[src/rtl/ovf_scl_pkg.sv]
// Shared types for the overflow-paced bus clock generator.
package ovf_scl_pkg;

    // Phase of the generated clock.
    typedef enum logic [1:0] {
        PH_IDLE = 2'd0,
        PH_LOW  = 2'd1,
        PH_HIGH = 2'd2
    } phase_t;

endpackage

[src/rtl/ovf_src_sel.sv]
// Overflow source selector.
// Picks one of N_SRC timer overflow strobes and passes it on only while
// master mode or free-timeout detection needs a time base.
// Assumes each strobe is at most one cycle wide per overflow.
module ovf_src_sel #(
    parameter int N_SRC = 4,
    localparam int SEL_W = $clog2(N_SRC)
) (
    input  logic [N_SRC-1:0] ovf_tick,
    input  logic [SEL_W-1:0] src_sel,
    input  logic             master_en,
    input  logic             free_to_en,
    output logic             src_tick
);

    // Gate the selected strobe with the "time base in use" condition.
    always_comb begin
        src_tick = (master_en || free_to_en) && ovf_tick[src_sel];
    end

endmodule

[src/rtl/sda_timing.sv]
// SDA hold and setup window timer.
// Counts system cycles from the start of a low phase. It flags when SDA
// may be launched (hold window closed) and when the low phase may end
// (setup window closed as well).
// Assumes EXT_HOLD_CYC >= 1 and EXT_SETUP_CYC >= 1.
module sda_timing #(
    parameter int EXT_HOLD_CYC  = 75,
    parameter int EXT_SETUP_CYC = 63,
    localparam int CAP = EXT_HOLD_CYC + EXT_SETUP_CYC,
    localparam int CW  = $clog2(CAP + 1)
) (
    input  logic clk,
    input  logic rst_n,
    input  logic in_low,
    input  logic ext_hold,
    output logic sda_launch,
    output logic low_ready
);

    logic [CW-1:0] lcnt;
    logic [CW-1:0] hold_cyc;
    logic [CW-1:0] setup_cyc;

    // Cycles since the low phase began, saturating at CAP.
    always_ff @(posedge clk) begin
        if (!rst_n || !in_low) begin
            lcnt <= '0;
        end else if (lcnt != CW'(CAP)) begin
            lcnt <= lcnt + 1'b1;
        end
    end

    // Pick the window lengths and decode the two strobes.
    always_comb begin
        hold_cyc   = ext_hold ? CW'(EXT_HOLD_CYC)  : CW'(1);
        setup_cyc  = ext_hold ? CW'(EXT_SETUP_CYC) : CW'(1);
        sda_launch = in_low && (lcnt == hold_cyc);
        low_ready  = lcnt >= (hold_cyc + setup_cyc);
    end

endmodule

[src/rtl/scl_phase_seq.sv]
// Clock phase sequencer.
// Walks idle -> low -> high -> low ... and counts overflow strobes in each
// phase. The high-phase count only advances while the sensed line is high,
// so a device stretching the clock pauses it.
// Assumes LOW_TICKS >= 1 and HIGH_TICKS >= 1.
module scl_phase_seq
    import ovf_scl_pkg::*;
#(
    parameter int LOW_TICKS  = 1,
    parameter int HIGH_TICKS = 2,
    localparam int LW = $clog2(LOW_TICKS + 1),
    localparam int HW = $clog2(HIGH_TICKS + 1)
) (
    input  logic   clk,
    input  logic   rst_n,
    input  logic   master_en,
    input  logic   run_req,
    input  logic   tick,
    input  logic   scl_in,
    input  logic   low_ready,
    output phase_t phase,
    output logic   bit_done,
    output logic   sda_sample
);

    logic [LW-1:0] low_cnt;
    logic [HW-1:0] hi_cnt;
    logic          hi_seen;
    logic          low_met;
    logic          hi_last;

    // Decode the end-of-phase conditions, counting this cycle's strobe.
    always_comb begin
        low_met = (low_cnt == LW'(LOW_TICKS)) ||
                  (tick && (low_cnt == LW'(LOW_TICKS - 1)));
        hi_last = tick && scl_in && (hi_cnt == HW'(HIGH_TICKS - 1));
        sda_sample = (phase == PH_HIGH) && scl_in && !hi_seen;
    end

    // Phase state and counters; a master disable clears everything.
    always_ff @(posedge clk) begin
        if (!rst_n || !master_en) begin
            phase    <= PH_IDLE;
            low_cnt  <= '0;
            hi_cnt   <= '0;
            hi_seen  <= 1'b0;
            bit_done <= 1'b0;
        end else begin
            bit_done <= 1'b0;
            case (phase)
                PH_IDLE: begin
                    low_cnt <= '0;
                    if (run_req) begin
                        phase <= PH_LOW;
                    end
                end
                PH_LOW: begin
                    if (low_met && low_ready) begin
                        phase   <= PH_HIGH;
                        hi_cnt  <= '0;
                        hi_seen <= 1'b0;
                    end else if (tick && (low_cnt != LW'(LOW_TICKS))) begin
                        low_cnt <= low_cnt + 1'b1;
                    end
                end
                PH_HIGH: begin
                    if (scl_in) begin
                        hi_seen <= 1'b1;
                    end
                    if (hi_last) begin
                        bit_done <= 1'b1;
                        low_cnt  <= '0;
                        phase    <= run_req ? PH_LOW : PH_IDLE;
                    end else if (tick && scl_in) begin
                        hi_cnt <= hi_cnt + 1'b1;
                    end
                end
                default: phase <= PH_IDLE;
            endcase
        end
    end

endmodule

[src/rtl/ovf_scl_gen.sv]
// Overflow-paced bus clock generator, top level.
// Ties the source selector, the phase sequencer and the SDA window timer
// together. SCL is only ever pulled low; the line level comes back on scl_in.
// Assumes the overflow strobes are synchronous to clk.
module ovf_scl_gen
    import ovf_scl_pkg::*;
#(
    parameter int N_SRC         = 4,
    parameter int LOW_TICKS     = 1,
    parameter int HIGH_TICKS    = 2,
    parameter int EXT_HOLD_CYC  = 75,
    parameter int EXT_SETUP_CYC = 63,
    localparam int SEL_W = $clog2(N_SRC)
) (
    input  logic             clk,
    input  logic             rst_n,
    input  logic [N_SRC-1:0] ovf_tick,
    input  logic [SEL_W-1:0] src_sel,
    input  logic             master_en,
    input  logic             free_to_en,
    input  logic             ext_hold,
    input  logic             run_req,
    input  logic             scl_in,
    output logic             src_tick,
    output logic             scl_drive_low,
    output logic             bit_done,
    output logic             sda_launch,
    output logic             sda_sample
);

    phase_t phase;
    logic   low_ready;

    ovf_src_sel #(.N_SRC(N_SRC)) u_sel (
        .ovf_tick   (ovf_tick),
        .src_sel    (src_sel),
        .master_en  (master_en),
        .free_to_en (free_to_en),
        .src_tick   (src_tick)
    );

    scl_phase_seq #(.LOW_TICKS(LOW_TICKS), .HIGH_TICKS(HIGH_TICKS)) u_seq (
        .clk        (clk),
        .rst_n      (rst_n),
        .master_en  (master_en),
        .run_req    (run_req),
        .tick       (src_tick),
        .scl_in     (scl_in),
        .low_ready  (low_ready),
        .phase      (phase),
        .bit_done   (bit_done),
        .sda_sample (sda_sample)
    );

    // The line is driven low for exactly the low phase.
    always_comb begin
        scl_drive_low = (phase == PH_LOW);
    end

    sda_timing #(.EXT_HOLD_CYC(EXT_HOLD_CYC), .EXT_SETUP_CYC(EXT_SETUP_CYC)) u_win (
        .clk        (clk),
        .rst_n      (rst_n),
        .in_low     (scl_drive_low),
        .ext_hold   (ext_hold),
        .sda_launch (sda_launch),
        .low_ready  (low_ready)
    );

endmodule

[config.mk]
export PLATFORM = sky130hd
export DESIGN_NAME = ovf_scl_gen
export DESIGN_NICKNAME = d
export VERILOG_FILES = /design/src/rtl/ovf_scl_pkg.sv /design/src/rtl/ovf_src_sel.sv /design/src/rtl/sda_timing.sv /design/src/rtl/scl_phase_seq.sv /design/src/rtl/ovf_scl_gen.sv
export SDC_FILE = /design/constraint.sdc
export NUM_CORES = 1
export LEC_CHECK = 0
export CAP_MARGIN = 25
export CORE_UTILIZATION = 30
export DETAILED_ROUTE_END_ITERATION = 16
export MAX_ROUTING_LAYER = met4
export PLACE_DENSITY = 0.55
export SLEW_MARGIN = 0
export SYNTH_ARGS = -nofsm -noshare
export SYNTH_HDL_FRONTEND = slang
export SYNTH_SLANG_ARGS = --single-unit
[constraint.sdc]
create_clock -name clk -period 3.65 [get_ports clk]
set_input_delay 0.5475 -clock clk [delete_from_list [all_inputs] [get_ports clk]]
set_output_delay 0.5475 -clock clk [all_outputs]
set_load 0.01 [all_outputs]
=== After elaboration in Yosys (flattened, before gate mapping) ===
Index checks and enable logic that the tools add are counted.

* Bits in registers: 15
* Word-level logic and storage cells: 72

* Add/subtract/negate cells: 4
* $lt $le $gt $ge: 2
* Equality and inequality tests: 13
* Muxes and demuxes: 21
* Bitwise operators: 2
* Reduce and logical (&&, ||, !) cells: 24

{| class="wikitable"
|+ Operators by type and width
! operator !! number
|-
| 2-bit inequality test (second input constant) || 7
|-
| 2-bit 2-to-1 mux || 6
|-
| 8-bit by 1-bit adder with 8-bit output (second input constant) || 1
|-
| 8-bit adder || 1
|-
| 8-bit equality test || 1
|-
| 8-bit greater-or-equal comparator || 1
|-
| 1-bit logical AND || 8
|-
| 1-bit 2-to-1 mux || 8
|-
| 8-bit inequality test (second input constant) || 1
|-
| 4-bit AND reduction || 2
|-
| 7-bit 2-to-1 mux || 1
|-
| 6-bit 2-to-1 mux || 1
|-
| 2-bit case mux with 3 select lines || 1
|-
| 3-bit AND reduction || 2
|-
| 2-bit by 1-bit equality test with 1-bit output (second input constant) || 2
|-
| 1-bit zero test || 4
|-
| 1-bit logical OR || 4
|-
| 2-bit case mux with 2 select lines || 1
|-
| 2-bit by 3-bit less-than comparator with 1-bit output (second input constant) || 1
|-
| 1-bit case mux with 3 select lines || 1
|-
| 3-bit nonzero test || 1
|-
| 2-bit by 1-bit adder with 2-bit output (second input constant) || 1
|-
| 1-bit binary-select mux with 2-bit select || 1
|-
| 2-bit equality test (second input constant) || 1
|-
| other kinds (7) || 8
|}

=== Logic depth before layout (Yosys ltp) ===
* Depth after elaboration: 8
* Depth in mapped cells: 7

=== By module ===
A second synthesis with hierarchy kept.

* Cell total of the unflattened synthesis: 98
* Area total of the unflattened synthesis: 865.8 um2

{| class="wikitable"
|+ By module, submodules not included
! module !! instances !! cells each !! area an instance (um2) !! sequential area each (um2)
|-
| sda_timing || 1 || 56 || 478.0 || 160.2
|-
| scl_phase_seq || 1 || 39 || 344.1 || 140.1
|-
| ovf_src_sel || 1 || 2 || 30.0 || 0.0
|-
| ovf_scl_gen || 1 || 1 || 13.8 || 0.0
|}

=== Least setup slack after synthesis ===
OpenSTA, ideal clock, no wires.

* Kind: in2reg
* From: input ext_hold
* To: register u_seq.hi_cnt[1]
* Data arrival time: 1.759 ns
* Data required time: 3.580 ns
* Path slack: 1.821 ns
* Cell stages on the path: 7
* Buffers on the path: 0
* Cell sequence: inv_1 ha_1 o31ai_1 a31oi_1 a22oi_1 or4_1 a21oi_1

* Cells in the longest elaborated chain, start to end: 6
* Elaborated cells between the ends (all ways): 7
* Classes of those cells: 1 x add/sub; 1 x order compare; 1 x eq/ne; 2 x mux; 2 x reduce/logical

{| class="wikitable"
|+ RTL lines
! item !! RTL line !! text
|-
| start, declared || ovf_scl_gen.sv:21 || <nowiki>input logic ext_hold,</nowiki>
|-
| 7-bit 2-to-1 mux or 6-bit 2-to-1 mux (tied branches) || sda_timing.sv:35, sda_timing.sv:36 ||
|-
| 8-bit adder (*) || sda_timing.sv:38 || <nowiki>low_ready = lcnt >= (hold_cyc + setup_cyc);</nowiki>
|-
| 8-bit greater-or-equal comparator (*) || sda_timing.sv:38 ||
|-
| 1-bit logical AND (*) || scl_phase_seq.sv:58 || <nowiki>if (low_met && low_ready) begin</nowiki>
|-
| 2-bit inequality test (no source line) (*) || - ||
|-
| 4-bit AND reduction (no source line) (*) || - ||
|-
| end signal, assigned || scl_phase_seq.sv:75 || <nowiki>hi_cnt <= hi_cnt + 1'b1;</nowiki>
|-
| end, declared || scl_phase_seq.sv:27 || <nowiki>logic [HW-1:0] hi_cnt;</nowiki>
|}

Mark *: on every way between the ends. The rest lies on a longest branch, timed or not.
A chain may end at the register's enable or synchronous reset.

=== Worst setup path after layout ===
* From: input ext_hold
* To: output sda_launch

* Cells in the longest elaborated chain, start to end: 3

{| class="wikitable"
|+ RTL lines
! item !! RTL line !! text
|-
| 7-bit 2-to-1 mux || sda_timing.sv:35 || <nowiki>hold_cyc = ext_hold ? CW'(EXT_HOLD_CYC) : CW'(1);</nowiki>
|-
| 8-bit equality test || sda_timing.sv:37 || <nowiki>sda_launch = in_low && (lcnt == hold_cyc);</nowiki>
|-
| 1-bit logical AND || sda_timing.sv:37 ||
|-
| end, declared || ovf_scl_gen.sv:27 || <nowiki>output logic sda_launch,</nowiki>
|}

No other way between the ends.

==> results.txt <==
run status - finished, final reports clean
Final Instance Count excl. Fillers - 148
total inserted antenna cells - 0
worst hold stages - 2
nets - 137
slowest cell on the critical path - clkdlybuf4s50_1
Die X - 54.7 um
Yosys cell types - 34
most frequent CP cell - clkdlybuf4s50_1
met2 GRT Util - 0.235
clock-pin slew on the worst setup and hold paths - 0.09 ns
TritonCTS Buffers - 3
met1 Use GR - 0.157
vias in the first global route - 659
Yosys reg bits - 15
Synth Area per Inst - 8.59 sq um
Placed Area - 1040 sq um
YS warnings - 0
GRT overflow - 0
fraction of final layout cells sized beyond drive strength 1 - 0.0593
post-CTS setup buffers - 0
CP max stage delay - 0.57 ns
Critical Path End Type - output port
DRC viols - 0
Worst Setup SP - ext_hold
total track usage - 0.143
Final Wtd Congestion - 0.779
Fin. Hold Viols - 0
# rows - 18
Seq/Total Area, Yosys - 0.360
final WL - 1.76 mm
Synth area leader - dfxtp_1
later-pin clock latency in the skew report - 0.29 ns
CP bufs+invs - 3
Hold Startpoint - u_seq.hi_cnt[1]
Iter 0 DRT Violations - 6
Leakage Power - 0.406 nW
largest net degree at the start of global routing - 10
clock root buffer - clkbuf_4
fmax - 0.359 GHz
r2r startpoint - u_win.lcnt[1]
vias per inst - 5.02
Req. time, crit path - 3.10 ns
post-CTS sizing - 0
IO buf count - 17
DP HPWL - 1.36 mm
CP max FO - 3
# fillers - 256
Worst EP arrival - 2.24 ns
relative slew slack - 0.790
hold_buf cts - 0
Synth Flop Type - dfxtp_1
final setup fails - 0
R2R Setup Slk - 1.79 ns
Pre-antenna DRT Iters - 4
starting density of the core - 0.327
DR WL/cell - 11.9 um
Worst R2R End - u_seq.hi_cnt[1]
Commonest cells post-synth - nor2_1, dfxtp_1, a21oi_1, nand3_1
CP Cell Sequence - clkdlybuf4s50_1 > inv_1 > ha_1 > nand4b_1 > a211oi_1 > clkdlybuf4s50_1
most used routing layer - met2
Max clock buf depth - 2
via count - 743
CP Class - in -> out
initial antenna violation count - 0
Fin Clk Skew - 0.00262 ns
clock sinks - 15
CTS tree - built
DIE AREA - 2990 sq um
post-route cell area - 1070 sq um
peak supply drop - 182 uV
most common cell in the netlist - nor2_1
worst hold-check path type - reg -> reg
Max Slew Vio Count - 0
Worst Hold Path EP - u_seq.hi_cnt[1]
H-tree depth - 1
Post-Syn Instances - 97
Post-synth EDFFs - 0
Critical Path Start Type - input port
GRT met3 Usage - 0.0583
Final min period - 2.79 ns
Slew @ Worst Pin - 0.311 ns
Power Density - 286 nW/um^2
Max-cap violations - 0
share of the synthesized area in the top cell type - 0.360
first-pass GRT wire length - 2.90 mm
final worst path period share - 0.764
R2R depth - 6
Sum Neg Setup Slack - 0 ns
Placed Cells - 144
RSZ-0062 raised after global routing - false
Area Growth Syn to Fin - 28.1%
CP top delay family - buffers and inverters
FFs w/ async S/R, synth - 0
core area - 2540 sq um
post-route ant nets - 0
Post-Syn Area - 833 sq um
I/O Pins - 18
die height - 54.7 um
syn_nets - 115
synth top area cells - dfxtp_1, ha_1, nor2_1
==> stage by stage <==
stage / hold WS, ns / util / total power [mW] / setup slack [ns]
final: 0.495 / 0.419 / 0.305 / 0.862
after global routing: 0.526 / 0.419 / 0.324 / 0.743
after CTS: 0.504 / 0.419 / 0.308 / 0.835
after detailed placement: 0.480 / 0.409 / 0.208 / 0.839
after global placement: 0.467 / 0.409 / 0.207 / 0.902
after floorplan: 0.450 / - / 0.187 / 1.82
==> state kept, by name, indices dropped and copies added, names as in the netlist <==
register	flops
u_win.lcnt	8
u_seq.hi_cnt	2
u_seq.phase	2
u_seq.bit_done	1
u_seq.hi_seen	1
u_seq.low_cnt	1
==> worst max-delay path by stage <==
stage          cells past startpoint         endpoint  slack, ns
3_5_place_dp                       6       sda_launch       0.84
6_report                           6       sda_launch       0.86
5_1_grt                            6       sda_launch       0.74
2_1_floorplan                      7  u_seq.hi_cnt[1]       1.82
4_1_cts                            6       sda_launch       0.84
3_3_place_gp                       6       sda_launch       0.90
==> power breakdown <==
part           total [mW]  switching [mW]  internal (mW)
Clock               0.101          0.0585         0.0425
Sequential          0.166         0.00182          0.165
Combinational      0.0374          0.0157         0.0217
Total               0.305          0.0760          0.229
==> routing by layer <==
metal	vias to the layer above	share of wire
met5	-	0
met4	0	0.0097
met3	4	0.042
met2	12	0.49
met1	338	0.46
li1	389	-
==> tightest hold or removal path: stages, from the launching register on <==
cell and delay, ns:
dfxtp_1 0.32, o21ai_0 0.07, a21oi_1 0.06
==> area by class of cell <==
| class | count | area [sq um] | share of cell area |
|---|---|---|---|
| multi-input cells | 78 | 518 | 0.485 |
| repair buffers | 17 | 170 | 0.159 |
| well taps | 30 | 37.5 | 0.0352 |
| inverters | 4 | 15.0 | 0.0141 |
| flip-flops and latches | 15 | 300 | 0.281 |
| clock buffers | 4 | 26.3 | 0.0246 |
==> cells by family after synthesis <==
logic type | share of synthesized area
adders and majority gates | 0.0751
buffers and inverters | 0.0180
and+or+nand+nor | 0.288
xor gates and xnor gates | 0.0736
muxes | 0.0240
DFF | 0.360
AOI/OAI and AO/OA | 0.161
==> cells in the final DEF (no fill, tap or decap) <==
master,Yosys,layout
clkdlybuf4s50_1,0,17
nor2_1,16,16
dfxtp_1,15,15
nand3_1,7,7
a21oi_1,7,7
xor2_1,5,5
ha_1,5,5
inv_1,4,4
o21ai_0,3,3
nand2_1,3,3
clkbuf_4,0,3
mux2i_1,2,2
nand3b_1,2,2
or3_1,2,2
nand4b_1,2,2
and3_1,2,2
nand2b_1,2,2
xnor2_1,2,2
and2b_1,1,1
o21bai_1,1,1
o22ai_4,1,1
a211oi_1,1,1
or2_1,1,1
nor2_2,1,1
nor3_1,1,1
o31ai_1,1,1
a31oi_1,1,1
a22oi_1,1,1
and3_2,1,1
o21a_2,1,1
and3b_1,1,1
nor4_1,1,1
or3b_1,1,1
a211o_1,1,1
a41o_1,1,1
or4_1,1,1
clkbuf_1,0,1
Note: power is estimated with default switching activity, not from simulation.
